File: config.mk
export PLATFORM = sky130hd
export DESIGN_NAME = alu_flag_unit
export DESIGN_NICKNAME = d
export VERILOG_FILES = /design/src/rtl/alu_flag_pkg.sv /design/src/rtl/cla_group.sv /design/src/rtl/cla_adder.sv /design/src/rtl/alu_and_unit.sv /design/src/rtl/alu_or_unit.sv /design/src/rtl/flag_reg.sv /design/src/rtl/alu_flag_unit.sv
export SDC_FILE = /design/constraint.sdc
export NUM_CORES = 1
export LEC_CHECK = 0
export BUFFER_PORTS_ARGS = -buffer_cell sky130_fd_sc_hd__buf_2
export CORE_AREA = 2 2 68 70
export CTS_CLUSTER_SIZE = 28
export DETAILED_ROUTE_END_ITERATION = 16
export DIE_AREA = 0 0 70 72
export PLACE_DENSITY = 0.7
export SYNTH_ARGS = -nofsm -noshare
export SYNTH_HDL_FRONTEND = slang
export SYNTH_SLANG_ARGS = --single-unit
File: constraint.sdc
create_clock -name clk_i -period 4.2 [get_ports clk_i]
set_clock_uncertainty 0.1 [all_clocks]
set_input_delay 0.21 -clock clk_i [delete_from_list [all_inputs] [get_ports clk_i]]
set_output_delay 0.21 -clock clk_i [all_outputs]
set_load 0.005 [all_outputs]
File: src/rtl/alu_flag_pkg.sv
package alu_flag_pkg;
  localparam int unsigned DATA_W  = 16;
  localparam int unsigned OP_W    = 3;
  localparam int unsigned GROUP_W = 4;

  typedef enum logic [OP_W-1:0] {
    OP_ADD = 3'd0,
    OP_SUB = 3'd1,
    OP_AND = 3'd2,
    OP_OR  = 3'd3,
    OP_NEG = 3'd4
  } alu_op_e;

  typedef struct packed {
    logic zero;
    logic carry;
    logic sign;
    logic ovf;
  } flags_t;
endpackage

File: src/rtl/cla_group.sv
module cla_group #(
  parameter int unsigned W = 4
) (
  input  logic [W-1:0] x_i,
  input  logic [W-1:0] y_i,
  input  logic         cin_i,
  output logic [W-1:0] sum_o,
  output logic         gp_o,
  output logic         gg_o
);
  logic [W-1:0] p, g;
  logic [W:0]   c;

  assign p = x_i ^ y_i;
  assign g = x_i & y_i;

  // group propagate/generate are independent of cin
  always_comb begin
    gg_o = 1'b0;
    gp_o = 1'b1;
    for (int j = 0; j < W; j++) begin
      gg_o = g[j] | (p[j] & gg_o);
      gp_o = gp_o & p[j];
    end
  end

  always_comb begin
    c[0] = cin_i;
    for (int j = 0; j < W; j++) c[j+1] = g[j] | (p[j] & c[j]);
  end

  assign sum_o = p ^ c[W-1:0];
endmodule

File: src/rtl/cla_adder.sv
module cla_adder #(
  parameter int unsigned W   = 16,
  parameter int unsigned GRP = 4
) (
  input  logic [W-1:0] x_i,
  input  logic [W-1:0] y_i,
  input  logic         cin_i,
  output logic [W-1:0] sum_o,
  output logic         cout_o
);
  localparam int unsigned NG = W / GRP;

  logic [NG-1:0] gp, gg;
  logic [NG:0]   gc;

  for (genvar k = 0; k < NG; k++) begin : g_grp
    cla_group #(.W(GRP)) u_grp (
      .x_i  (x_i[k*GRP +: GRP]),
      .y_i  (y_i[k*GRP +: GRP]),
      .cin_i(gc[k]),
      .sum_o(sum_o[k*GRP +: GRP]),
      .gp_o (gp[k]),
      .gg_o (gg[k])
    );
  end

  // second level: carries between groups
  always_comb begin
    gc[0] = cin_i;
    for (int k = 0; k < NG; k++) gc[k+1] = gg[k] | (gp[k] & gc[k]);
  end

  assign cout_o = gc[NG];
endmodule

File: src/rtl/alu_and_unit.sv
module alu_and_unit #(
  parameter int unsigned W = 16
) (
  input  logic [W-1:0] a_i,
  input  logic [W-1:0] b_i,
  output logic [W-1:0] y_o
);
  assign y_o = a_i & b_i;
endmodule

File: src/rtl/alu_or_unit.sv
module alu_or_unit #(
  parameter int unsigned W = 16
) (
  input  logic [W-1:0] a_i,
  input  logic [W-1:0] b_i,
  output logic [W-1:0] y_o
);
  assign y_o = a_i | b_i;
endmodule

File: src/rtl/flag_reg.sv
module flag_reg
  import alu_flag_pkg::*;
(
  input  logic   clk_i,
  input  logic   rst_ni,
  input  logic   load_i,
  input  flags_t d_i,
  output flags_t q_o
);
  always_ff @(posedge clk_i or negedge rst_ni) begin
    if (!rst_ni)     q_o <= '0;
    else if (load_i) q_o <= d_i;
  end
endmodule

File: src/rtl/alu_flag_unit.sv
module alu_flag_unit
  import alu_flag_pkg::*;
#(
  parameter int unsigned W   = DATA_W,
  parameter int unsigned GRP = GROUP_W
) (
  input  logic         clk_i,
  input  logic         rst_ni,
  input  logic [W-1:0] op_a_i,
  input  logic [W-1:0] op_b_i,
  input  logic [2:0]   op_sel_i,
  input  logic         flag_en_i,
  output logic [W-1:0] result_o,
  output logic         zero_o,
  output logic         carry_o,
  output logic         sign_o,
  output logic         ovf_o
);
  localparam int unsigned MSB = W - 1;

  logic [W-1:0] add_x, add_y, add_sum, and_y, or_y;
  logic         add_cin, add_cout;
  logic         is_arith, is_valid;
  flags_t       flag_d, flag_q;

  always_comb begin
    is_arith = 1'b0;
    is_valid = 1'b1;
    add_x    = op_a_i;
    add_y    = op_b_i;
    add_cin  = 1'b0;
    unique case (op_sel_i)
      OP_ADD: is_arith = 1'b1;
      OP_SUB: begin
        is_arith = 1'b1;
        add_y    = ~op_b_i;
        add_cin  = 1'b1;
      end
      OP_NEG: begin
        // 0 - A through the subtract path
        is_arith = 1'b1;
        add_x    = '0;
        add_y    = ~op_a_i;
        add_cin  = 1'b1;
      end
      OP_AND, OP_OR: ;
      default: is_valid = 1'b0;
    endcase
  end

  cla_adder #(.W(W), .GRP(GRP)) u_add (
    .x_i   (add_x),
    .y_i   (add_y),
    .cin_i (add_cin),
    .sum_o (add_sum),
    .cout_o(add_cout)
  );

  alu_and_unit #(.W(W)) u_and (.a_i(op_a_i), .b_i(op_b_i), .y_o(and_y));
  alu_or_unit  #(.W(W)) u_or  (.a_i(op_a_i), .b_i(op_b_i), .y_o(or_y));

  always_comb begin
    unique case (op_sel_i)
      OP_ADD, OP_SUB, OP_NEG: result_o = add_sum;
      OP_AND:                 result_o = and_y;
      OP_OR:                  result_o = or_y;
      default:                result_o = '0;
    endcase
  end

  always_comb begin
    flag_d.zero  = ~|result_o;
    flag_d.sign  = result_o[MSB];
    flag_d.carry = is_arith & add_cout;
    flag_d.ovf   = is_arith & (add_x[MSB] == add_y[MSB]) & (add_sum[MSB] != add_x[MSB]);
  end

  flag_reg u_flags (
    .clk_i (clk_i),
    .rst_ni(rst_ni),
    .load_i(flag_en_i & is_valid),
    .d_i   (flag_d),
    .q_o   (flag_q)
  );

  assign zero_o  = flag_q.zero;
  assign carry_o = flag_q.carry;
  assign sign_o  = flag_q.sign;
  assign ovf_o   = flag_q.ovf;
endmodule

After elaboration in Yosys (flattened, before gate mapping)
Cells that the tools add are included.

cells by class
  bitwise logic cells = 88
  magnitude comparators = 0
  reduce and logical (&&, ||, !) cells = 6
  div/mod/pow operators = 0
  muxes and demuxes = 6
  shifts and indexed selects = 0
  $mul = 0
  eq/ne operators = 6
  $add $sub $neg = 0

operators by type and width
  cell                                                 number
  case mux 16 bit (3 select lines)                     1
  bitwise AND 1 bit                                    44
  NOT 16 bit                                           2
  case mux 16 bit (2 select lines)                     1
  bitwise XOR 4 bit                                    8
  OR 1 bit                                             28
  bitwise AND 16 bit                                   1
  bitwise AND 4 bit                                    4
  two-way mux 16 bit                                   1
  OR 16 bit                                            1
  OR reduction 16 bit                                  1
  equality test 3 x 2 -> 1 bit, second input constant  2
  OR reduction 5 bit                                   1
  equality test 3 x 1 -> 1 bit, second input constant  1
  equality test 3 bit, second input constant           1
  logical NOT 3 bit                                    1
  two-way mux 1 bit                                    3
  OR reduction 3 bit                                   1
  OR reduction 2 bit                                   1
  equality test 1 bit                                  1
  logical NOT 1 bit                                    1
  inequality test 1 bit                                1

storage, ports and cells
  output and inout port bits = 20
  bits in latches = 0
  bits of input ports = 38
  memory bits (writable) = 0
  register bits after elaboration = 4
  memories kept = 0
  memory bits (read-only) = 0

Depth between registers and ports, before layout
Gate-level depths: netlist of the first run.

  depth in word-level cells = 24
  gate-level depth with buffers = 21
  mapped depth without buffers = 20

Hierarchy
Synthesis of the first run repeated with hierarchy kept, for this count alone.

unflattened totals
  cells, all modules = 249
  area, all modules = 1884.3 um2

by module, submodules not included
  module         area an instance (um2)  cells each  times used  sequential area each (um2)
  alu_flag_unit  839.6                   132         1           0.0
  cla_group      165.2                   18          4           0.0
  flag_reg       145.1                   8           1           100.1
  alu_and_unit   100.1                   16          1           0.0
  alu_or_unit    100.1                   16          1           0.0
  cla_adder      38.8                    5           1           0.0

Least setup slack after synthesis of the first run
OpenSTA, ideal clock, no wires.

  kind = in2reg
  start = input port op_sel_i[1]
  end = register u_flags.q_o[3] (netlist name)
  setup time = 66 ps
  required time = 4034 ps
  setup slack = -373 ps
  stages on the path = 18
  buffers on the path = 1
  arrival time = 4407 ps
  cells stage by stage = or3b_2 -> nand2_2 -> buf_2 -> nand2_1 -> o21ai_0 -> o21ai_0 -> ha_1 -> a21oi_1 -> o21ai_0 -> a21oi_1 -> o21ai_0 -> fa_1 -> fa_1 -> fa_1 -> a32o_1 -> nor4_1 -> nor4b_2 -> a32o_2

between the ends
  elaborated cells on any way between the ends = 85
  classes of those cells = 4 x eq/ne; 5 x mux; 70 x bitwise; 6 x reduce/logical

RTL lines
  item                                                                    RTL line                                  RTL
  start: declaration                                                      alu_flag_unit.sv:11                       input logic [2:0] op_sel_i,
  equality test 3 bit or equality test 3 x 1 -> 1 bit (tied branches)     alu_flag_unit.sv:32, alu_flag_unit.sv:63
  case mux 16 bit (2 select lines) or two-way mux 16 bit (tied branches)  alu_flag_unit.sv:32                       unique case (op_sel_i)
  bitwise XOR 4 bit or bitwise AND 4 bit (tied branches)                  cla_group.sv:14, cla_group.sv:15
  bitwise AND 1 bit                                                       cla_group.sv:22                           gg_o = g[j] | (p[j] & gg_o);
  OR 1 bit                                                                cla_group.sv:22
  bitwise AND 1 bit                                                       cla_group.sv:22
  OR 1 bit                                                                cla_group.sv:22
  bitwise AND 1 bit                                                       cla_group.sv:22
  [... 5 more ...]                                                        --
  OR 1 bit                                                                cla_group.sv:29                           for (int j = 0; j < W; j++) c[j+1] = g[j] | (p[j] & c[j]);
  bitwise AND 1 bit                                                       cla_group.sv:29
  OR 1 bit                                                                cla_group.sv:29
  bitwise XOR 4 bit                                                       cla_group.sv:32                           assign sum_o = p ^ c[W-1:0];
  case mux 16 bit (3 select lines) *                                      alu_flag_unit.sv:63                       unique case (op_sel_i)
  net result_o[10]                                                        alu_flag_unit.sv:13                       output logic [W-1:0] result_o,
  OR reduction 16 bit *                                                   alu_flag_unit.sv:72                       flag_d.zero = ~|result_o;
  logical NOT 1 bit *                                                     alu_flag_unit.sv:72
  end signal: assignment                                                  flag_reg.sv:12                            else if (load_i) q_o <= d_i;
  end: declaration                                                        flag_reg.sv:8                             output flags_t q_o

The timed path passes the listed nets; every way through them passes the cells marked *.
A chain may end at the register's enable or synchronous reset.

Final worst setup path of the first run
  start = input port op_sel_i[1]
  end = output port result_o[14]

between the ends
  longest elaborated chain between the ends = 20
  elaborated cells on any way between the ends = 57
  classes of those cells = 4 x eq/ne; 4 x mux; 46 x bitwise; 3 x reduce/logical

ends and longest elaborated chain
  item                                                                    RTL line                                  RTL
  equality test 3 bit or equality test 3 x 1 -> 1 bit (tied branches)     alu_flag_unit.sv:32, alu_flag_unit.sv:63
  case mux 16 bit (2 select lines) or two-way mux 16 bit (tied branches)  alu_flag_unit.sv:32
  bitwise XOR 4 bit or bitwise AND 4 bit (tied branches)                  cla_group.sv:14, cla_group.sv:15
  bitwise AND 1 bit                                                       cla_group.sv:22
  OR 1 bit                                                                cla_group.sv:22
  bitwise AND 1 bit                                                       cla_group.sv:22
  OR 1 bit                                                                cla_group.sv:22
  bitwise AND 1 bit                                                       cla_group.sv:22
  [... 4 more ...]                                                        --
  bitwise AND 1 bit                                                       cla_adder.sv:30                           for (int k = 0; k < NG; k++) gc[k+1] = gg[k] | (gp[k] & gc[k]);
  OR 1 bit                                                                cla_adder.sv:30
  bitwise AND 1 bit                                                       cla_group.sv:29
  OR 1 bit                                                                cla_group.sv:29
  bitwise AND 1 bit                                                       cla_group.sv:29
  OR 1 bit                                                                cla_group.sv:29
  bitwise XOR 4 bit                                                       cla_group.sv:32
  case mux 16 bit (3 select lines) *                                      alu_flag_unit.sv:63
  end: declaration                                                        alu_flag_unit.sv:13

Mark *: on every way between the ends. The rest lies on a longest branch, timed or not.

==> flow_metrics.tcl, run 1 <==
set metrics [dict create \
    synthArstFlopShare_pct 100 \
    clk_path_buf_depth 2 \
    setup_viol 0 \
    antenna_found_initial 0 \
    final_util_pct 60.9 \
    synth.distinct_cells 38 \
    max-vdd-ir-drop_v 0.000119 \
    rsz0062_at_grt "yes" \
    die_area_mm2 0.00504 \
    nets 395 \
    synth.top_cell.area_share_pct 14.2 \
    grt_usage_pct 22.2 \
    via_per_inst 5.41 \
    p_sw_uw 222 \
    ctsRootBufferMaster "clkbuf_8" \
    pwr-share-clk_pct 15.3 \
    synth.most_common_cell "o21ai_0" \
    synth_edf_count 0 \
    place_congestion 0.876 \
    syn_to_final_growth_pct 53.9 \
    post_drt_wl_per_cell_um 14.6 \
    start_util_pct 39.6 \
    max-slew-margin-rel_pct 40.4 \
    end_kind "output port" \
    cp_data_required_time_ps 3890 \
    largest_register_ffs 4 \
    r2r_slack_ps 3300 \
    grt_max_degree 23 \
    cts_tree "yes" \
    power_frac_seq_pct 8.6 \
    power_leakage_nw 1.25 \
    drt_first_pass_iters 4 \
    largest-register "u_flags.q_o" \
    drive_above_1_share_pct 45.6 \
    wl_um 5540 \
    die_y_um 72 \
    p_sw_share_pct 40.9 \
    ys_seq_area_share_pct 5.93 \
    fin_crit_sh_pct 98.7 \
    syn_nets 286 \
    grt_pass1_wl_um 9140 \
    outcome "complete, no violations" \
    cts_max_level 1 \
    pwr-share-comb_pct 76.1 \
    fp.dieW_um 70 \
    fin_setup_tns_ps 0 \
    portBuffers 57 \
    rows 24 \
    synth_warnings 0 \
    hold_path_class "in -> async" \
    slew_viol_final 0 \
    cp_data_arrival_time_ps 3830 \
    syn-cell-area_mm2 0.00169 \
    maxCapViolCount 0 \
    synth_common_cells "35 x o21ai_0, 33 x nand2_1, 16 x ha_1, 15 x and2_1, 13 x maj3_1" \
    clk_latency_ps 210 \
    io_pins 58 \
    crit_fanout 8 \
    ant_nets 0 \
    critPathKind "in -> out" \
    clk_pin_slew_worst_paths_ps 30 \
    r2r_end "u_flags.q_o[2]" \
    avgSynthCellArea_um2 7.67 \
    numCtsBuffers 3 \
    internal_power_uw 320 \
    drc 0 \
    crit_start "op_sel_i[1]" \
    overflow 0 \
    synth_area_leaders "fa_1 14%, ha_1 12%, o21ai_0 10%, maj3_1 7.7%, nand2_1 7.3%" \
    min_period_ps 4140 \
    syn_inst 220 \
    max_freq_mhz 241 \
    vias 2049 \
    diodes 0 \
    place_hpwl_um 4410 \
    reg2reg_depth 1 \
    largestRegisters "u_flags.q_o (4)" \
    core_mm2 0.00426 \
    cts.sinks 4 \
    ys_ff_latch 4 \
    regToRegStartpoint "u_flags.q_o[2]" \
    tightest_slew_ps 892 \
    p_per_area_mw_per_mm2 209 \
    synthFlopType "dfrtp_1" \
    post-place-ws_ps -542 \
    fin_ws_ps 55.6 \
    startpoint_type "input port" \
    grt_pass1_vias 2066 \
    synth_area_leader_cell "fa_1" \
    hold_viol 0 \
    dr.first_iter.drc_count 102 \
]
==> cells by family (layout without fill, tap and decap cells) <==
kind of cell,count (synthesis),after routing,share of synthesized area (%)
XOR/XNOR,5,5,2.59
AND/OR/NAND/NOR,67,67,20.3
multiplexers,1,1,0.667
flip-flops,4,4,5.93
buffers and inverters,22,129,5.86
adder cells (fa/ha/maj),44,44,35.8
AO/OA/AOI/OAI,77,77,28.8
==> placed cells by master, fill, tap and decap left out, types with 4 or more instances in the layout <==
cell | synthesis | layout
a21o_1 | 6 | 6
a21oi_1 | 8 | 4
a21oi_2 | 0 | 4
a22o_1 | 4 | 4
and2_1 | 15 | 15
buf_2 | 4 | 54
buf_4 | 1 | 54
buf_6 | 1 | 5
dfrtp_1 | 4 | 4
fa_1 | 12 | 6
fa_2 | 0 | 6
ha_1 | 16 | 16
inv_1 | 10 | 8
maj3_1 | 13 | 13
nand2_1 | 33 | 32
nand4_1 | 4 | 4
nor2_1 | 5 | 4
o21a_1 | 6 | 6
o21ai_0 | 35 | 20
o21ai_1 | 3 | 15
o31ai_1 | 5 | 5
xnor2_1 | 4 | 4
==> through the flow <==
step | cell area (um^2) | total power [mW] | instances | hold WS, ps
global route | 2600 | 0.590 | 379 | 238
CTS | 2500 | 0.525 | 374 | 224
detailed placement | 2330 | 0.418 | 358 | -80.1
floorplan | 1750 | 0.262 | 220 | -186
global placement | 2330 | 0.407 | 358 | -81.4
finish | 2600 | 0.542 | 379 | 233
==> per-layer routing <==
metal / part of all wire, % / global-route usage [%] / vias to the layer above / wire (um)
li1: - / - / 1021 / -
met2: 52 / 42.4 / 67 / 2870
met4: 0 / 1.92 / 0 / 0
met5: 0 / 0 / - / 0
met3: 6.1 / 3.47 / 0 / 339
met1: 42 / 27.5 / 961 / 2330
==> how the worst max path moves through the flow <==
stage               cells after the start              to  slack (ps)
floorplan                              19  u_flags.q_o[3]          20
global placement                       18  u_flags.q_o[3]        -420
detailed placement                     18  u_flags.q_o[3]        -540
CTS                                    20    result_o[14]           1
global route                           19    result_o[14]        -110
finish                                 19    result_o[14]          60
==> critical path, stage by stage <==
cell      delay (ps)
buf_8            100
or3b_4           430
nand2_8          120
buf_6            130
nand2_2           50
o21ai_2           40
o21ai_1          100
ha_1             320
a21o_1           180
a21o_1           160
a21oi_2          160
o211ai_1         110
a21boi_2         180
fa_2             400
fa_2             390
inv_2             60
fa_1             410
o21ai_2          140
buf_2            140
==> power by group through the flow <==
stage | combinational, mW | sequential, mW | clock, mW
floorplan | 0.214 | 0.0477 | 0
global placement | 0.360 | 0.0470 | 0
detailed placement | 0.371 | 0.0472 | 0
CTS | 0.394 | 0.0467 | 0.0838
global route | 0.454 | 0.0471 | 0.0888
finish | 0.412 | 0.0467 | 0.0827
==> final cells by class <==
cell class	instances	area (um^2)
multi-input combinational	194	1580
sequential	4	100
fill	398	1670
inverter	10	37.5
timing repair buffer	116	772
clock buffer	3	41.3
tap	52	65.1
==> what timing repair did <==
action / CTS / global route
gates resized for setup: 14 / 24
endpoints found under the setup margin: 7 / 6
buffers inserted: 12 / 7
endpoints found under the hold margin: 4 / 0
pin swaps: 10 / 23
hold buffers: 1 / 0
No activity file was read; power rests on OpenSTA's default activity.
==> inputs of run 2 (changes only) <==
--- a/config.mk
+++ b/config.mk
@@ -6,11 +6,12 @@
 export NUM_CORES = 1
 export LEC_CHECK = 0
 export BUFFER_PORTS_ARGS = -buffer_cell sky130_fd_sc_hd__buf_2
-export CORE_AREA = 2 2 68 70
+export CORE_AREA = 2 2 71 73
 export CTS_CLUSTER_SIZE = 28
 export DETAILED_ROUTE_END_ITERATION = 16
-export DIE_AREA = 0 0 70 72
+export DIE_AREA = 0 0 73 75
 export PLACE_DENSITY = 0.7
 export SYNTH_ARGS = -nofsm -noshare
 export SYNTH_HDL_FRONTEND = slang
+export SYNTH_HIERARCHICAL = 1
 export SYNTH_SLANG_ARGS = --single-unit
==> run 2 against run 1 <==
Area after synthesis grew 12%; clock power is 0.6% higher; maximum frequency rose by 3.8%; global-route usage fell by 3.9 points; non-clock buffer count decreased by 45; sequential power shrank 2%; sequential share of layout area increased by 0.38 points; core utilization is 10 points lower; register-to-register slack barely moved; largest cell class unchanged; largest power group unchanged; highest routed layer is now met4.
==> flow_metrics.tcl, run 2 <==
set metrics [dict create \
    max-vdd-ir-drop_v 0.0000756 \
    tightest_slew_ps 655 \
    synth.most_common_cell "and2_1" \
    syn_to_final_growth_pct 25.4 \
    grt_pass1_vias 1840 \
    synth_area_leaders "fa_1 13%, and2_1 11%, ha_1 11%, mux2i_1 8.5%, a21o_1 8.4%" \
    rows 25 \
    fin_ws_ps 206 \
    grt_pass1_wl_um 8180 \
    cts_tree "yes" \
    drt_first_pass_iters 4 \
    critPathMaxStageDelay_ps 360 \
    end_kind "output port" \
    max-slew-margin-rel_pct 56.3 \
    fin_setup_tns_ps 0 \
    place_hpwl_um 4000 \
    overflow 0 \
    drive_above_1_share_pct 28.7 \
    cts.sinks 4 \
    clk_latency_ps 220 \
    fin_area_mm2 0.00236 \
    fp.dieW_um 73 \
    power_leakage_nw 1.25 \
    dr.first_iter.drc_count 74 \
    hold_viol 0 \
    clk_path_buf_depth 2 \
    grt_max_degree 21 \
    die_area_mm2 0.00548 \
    synth_edf_count 0 \
    portBuffers 57 \
    ctsRootBufferMaster "clkbuf_8" \
    numCtsBuffers 3 \
    diodes 0 \
    cts_max_level 1 \
    critPathKind "in -> out" \
    synthArstFlopShare_pct 100 \
    crit_buf_inv 6 \
    maxCapViolCount 0 \
    fillers 464 \
    outcome "complete, no violations" \
    placed_cells 359 \
    largest_register_ffs 4 \
    syn-cell-area_mm2 0.00188 \
    synth_common_cells "34 x and2_1, 21 x a21o_1, 21 x inv_1, 19 x o21ai_1, 18 x o21ai_0" \
    nets 378 \
    via_per_inst 5.40 \
    rsz0062_at_grt "no" \
    crit_start "op_sel_i[1]" \
    p_total_uw 472 \
    final_util_pct 50.7 \
    hold_slack_ps 231 \
    ys_seq_area_share_pct 5.31 \
    synth.top_cell.area_share_pct 12.7 \
    io_pins 58 \
    start_util_pct 40.4 \
    instances_no_fill 364 \
    hold_path_class "in -> async" \
    grt_usage_pct 18.3 \
    min_period_ps 3990 \
    crit_chain "buf_2, nor2_2, nand2_2, buf_4, o22ai_1, a21o_1, ha_1, a21oi_2, o21ai_1, a21o_1, a21o_1, a21o_1, inv_1, fa_1, inv_1, fa_2, fa_2, xor2_2, o21ai_1, o21ai_2, buf_4, buf_2" \
    synth_area_leader_cell "fa_1" \
    syn_nets 315 \
    wl_um 4910 \
    placed_cell_area_mm2 0.00228 \
    largestRegisters "u_flags/q_o (4)" \
    ys_ff_latch 4 \
    fin_crit_sh_pct 95.1 \
    startpoint_type "input port" \
    drc 0 \
    cp_top_family "compound AO/OA/AOI/OAI gates" \
    syn_inst 249 \
    largest-register "u_flags/q_o" \
    p_per_area_mw_per_mm2 200 \
    clk_pin_slew_worst_paths_ps 40 \
    regToRegStartpoint "u_flags/q_o[3]" \
    cp_common_cell "a21o_1" \
    max_freq_mhz 250 \
    core_mm2 0.00466 \
    avgSynthCellArea_um2 7.57 \
    post_drt_wl_per_cell_um 13.5 \
    antenna_found_initial 0 \
    die_y_um 75 \
    slew_viol_final 0 \
    cp_data_required_time_ps 3890 \
    synthFlopType "dfrtp_1" \
    synth.distinct_cells 28 \
    final_common_cell "buf_2" \
    crit_slowest_cell "fa_2" \
    synth_warnings 6 \
    cp_data_arrival_time_ps 3680 \
    crit_fanout 8 \
    final_cell_mix "57 x buf_2, 33 x and2_1, 21 x a21o_1, 21 x inv_1, 20 x o21ai_1" \
    post-place-ws_ps -140 \
    vias 1967 \
    ant_nets 0 \
    place_congestion 0.936 \
    setup_viol 0 \
]
run 2: cell type report:
cell class	count	area (um^2)	area share, %
multi-input cells	210	1680	71.0
flip-flops and latches	4	100	4.24
clock buffers	3	41.3	1.75
inverters	22	82.6	3.49
well taps	54	67.6	2.86
repair buffers	71	393	16.6
run 2: worst paths after layout:
check	endpoint	slack (ps)	depth (start not counted)
setup / recovery	result_o[15]	210	22
hold / removal	u_flags/q_o[1]	230	2
setup reg to reg	u_flags/q_o[3]	3310	1
hold reg to reg	u_flags/q_o[2]	390	1
max in group asynchronous	u_flags/q_o[0]	3630	2
min in group clk_i	u_flags/q_o[0]	330	3
run 2: repair_timing:
| item | 4_1_cts | 5_1_grt |
|---|---|---|
| gates resized for setup | 0 | 6 |
| endpoints found under the hold margin | 4 | 0 |
| hold buffers | 1 | 0 |
| buffers inserted | 0 | 1 |
| endpoints found under the setup margin | 0 | 2 |
run 2: per-layer routing:
layer | GRT usage [%] | share of wire [%] | vias to the layer above
met5 | 0 | 0 | -
met4 | 2.47 | 0.41 | 0
met3 | 1.61 | 5.3 | 4
met2 | 32.1 | 47 | 63
met1 | 25.1 | 47 | 899
li1 | - | - | 1001
run 2: report_power, final:
group	switching [mW]	total [mW]	internal, mW
combinational	0.180	0.343	0.163
sequential	0.00201	0.0459	0.0439
clock	0.0220	0.0832	0.0613
run 2: logic make-up (layout without fill, tap and decap cells):
| kind of cell | Yosys count | count (layout) | share of synthesized area [%] |
|---|---|---|---|
| compound gates | 85 | 85 | 26.8 |
| xor+xnor | 5 | 5 | 2.32 |
| fa+ha+maj | 28 | 28 | 23.4 |
| buf+inv | 35 | 96 | 7.64 |
| flops | 4 | 4 | 5.31 |
| mux | 20 | 20 | 10.9 |
| simple gates | 72 | 72 | 23.7 |
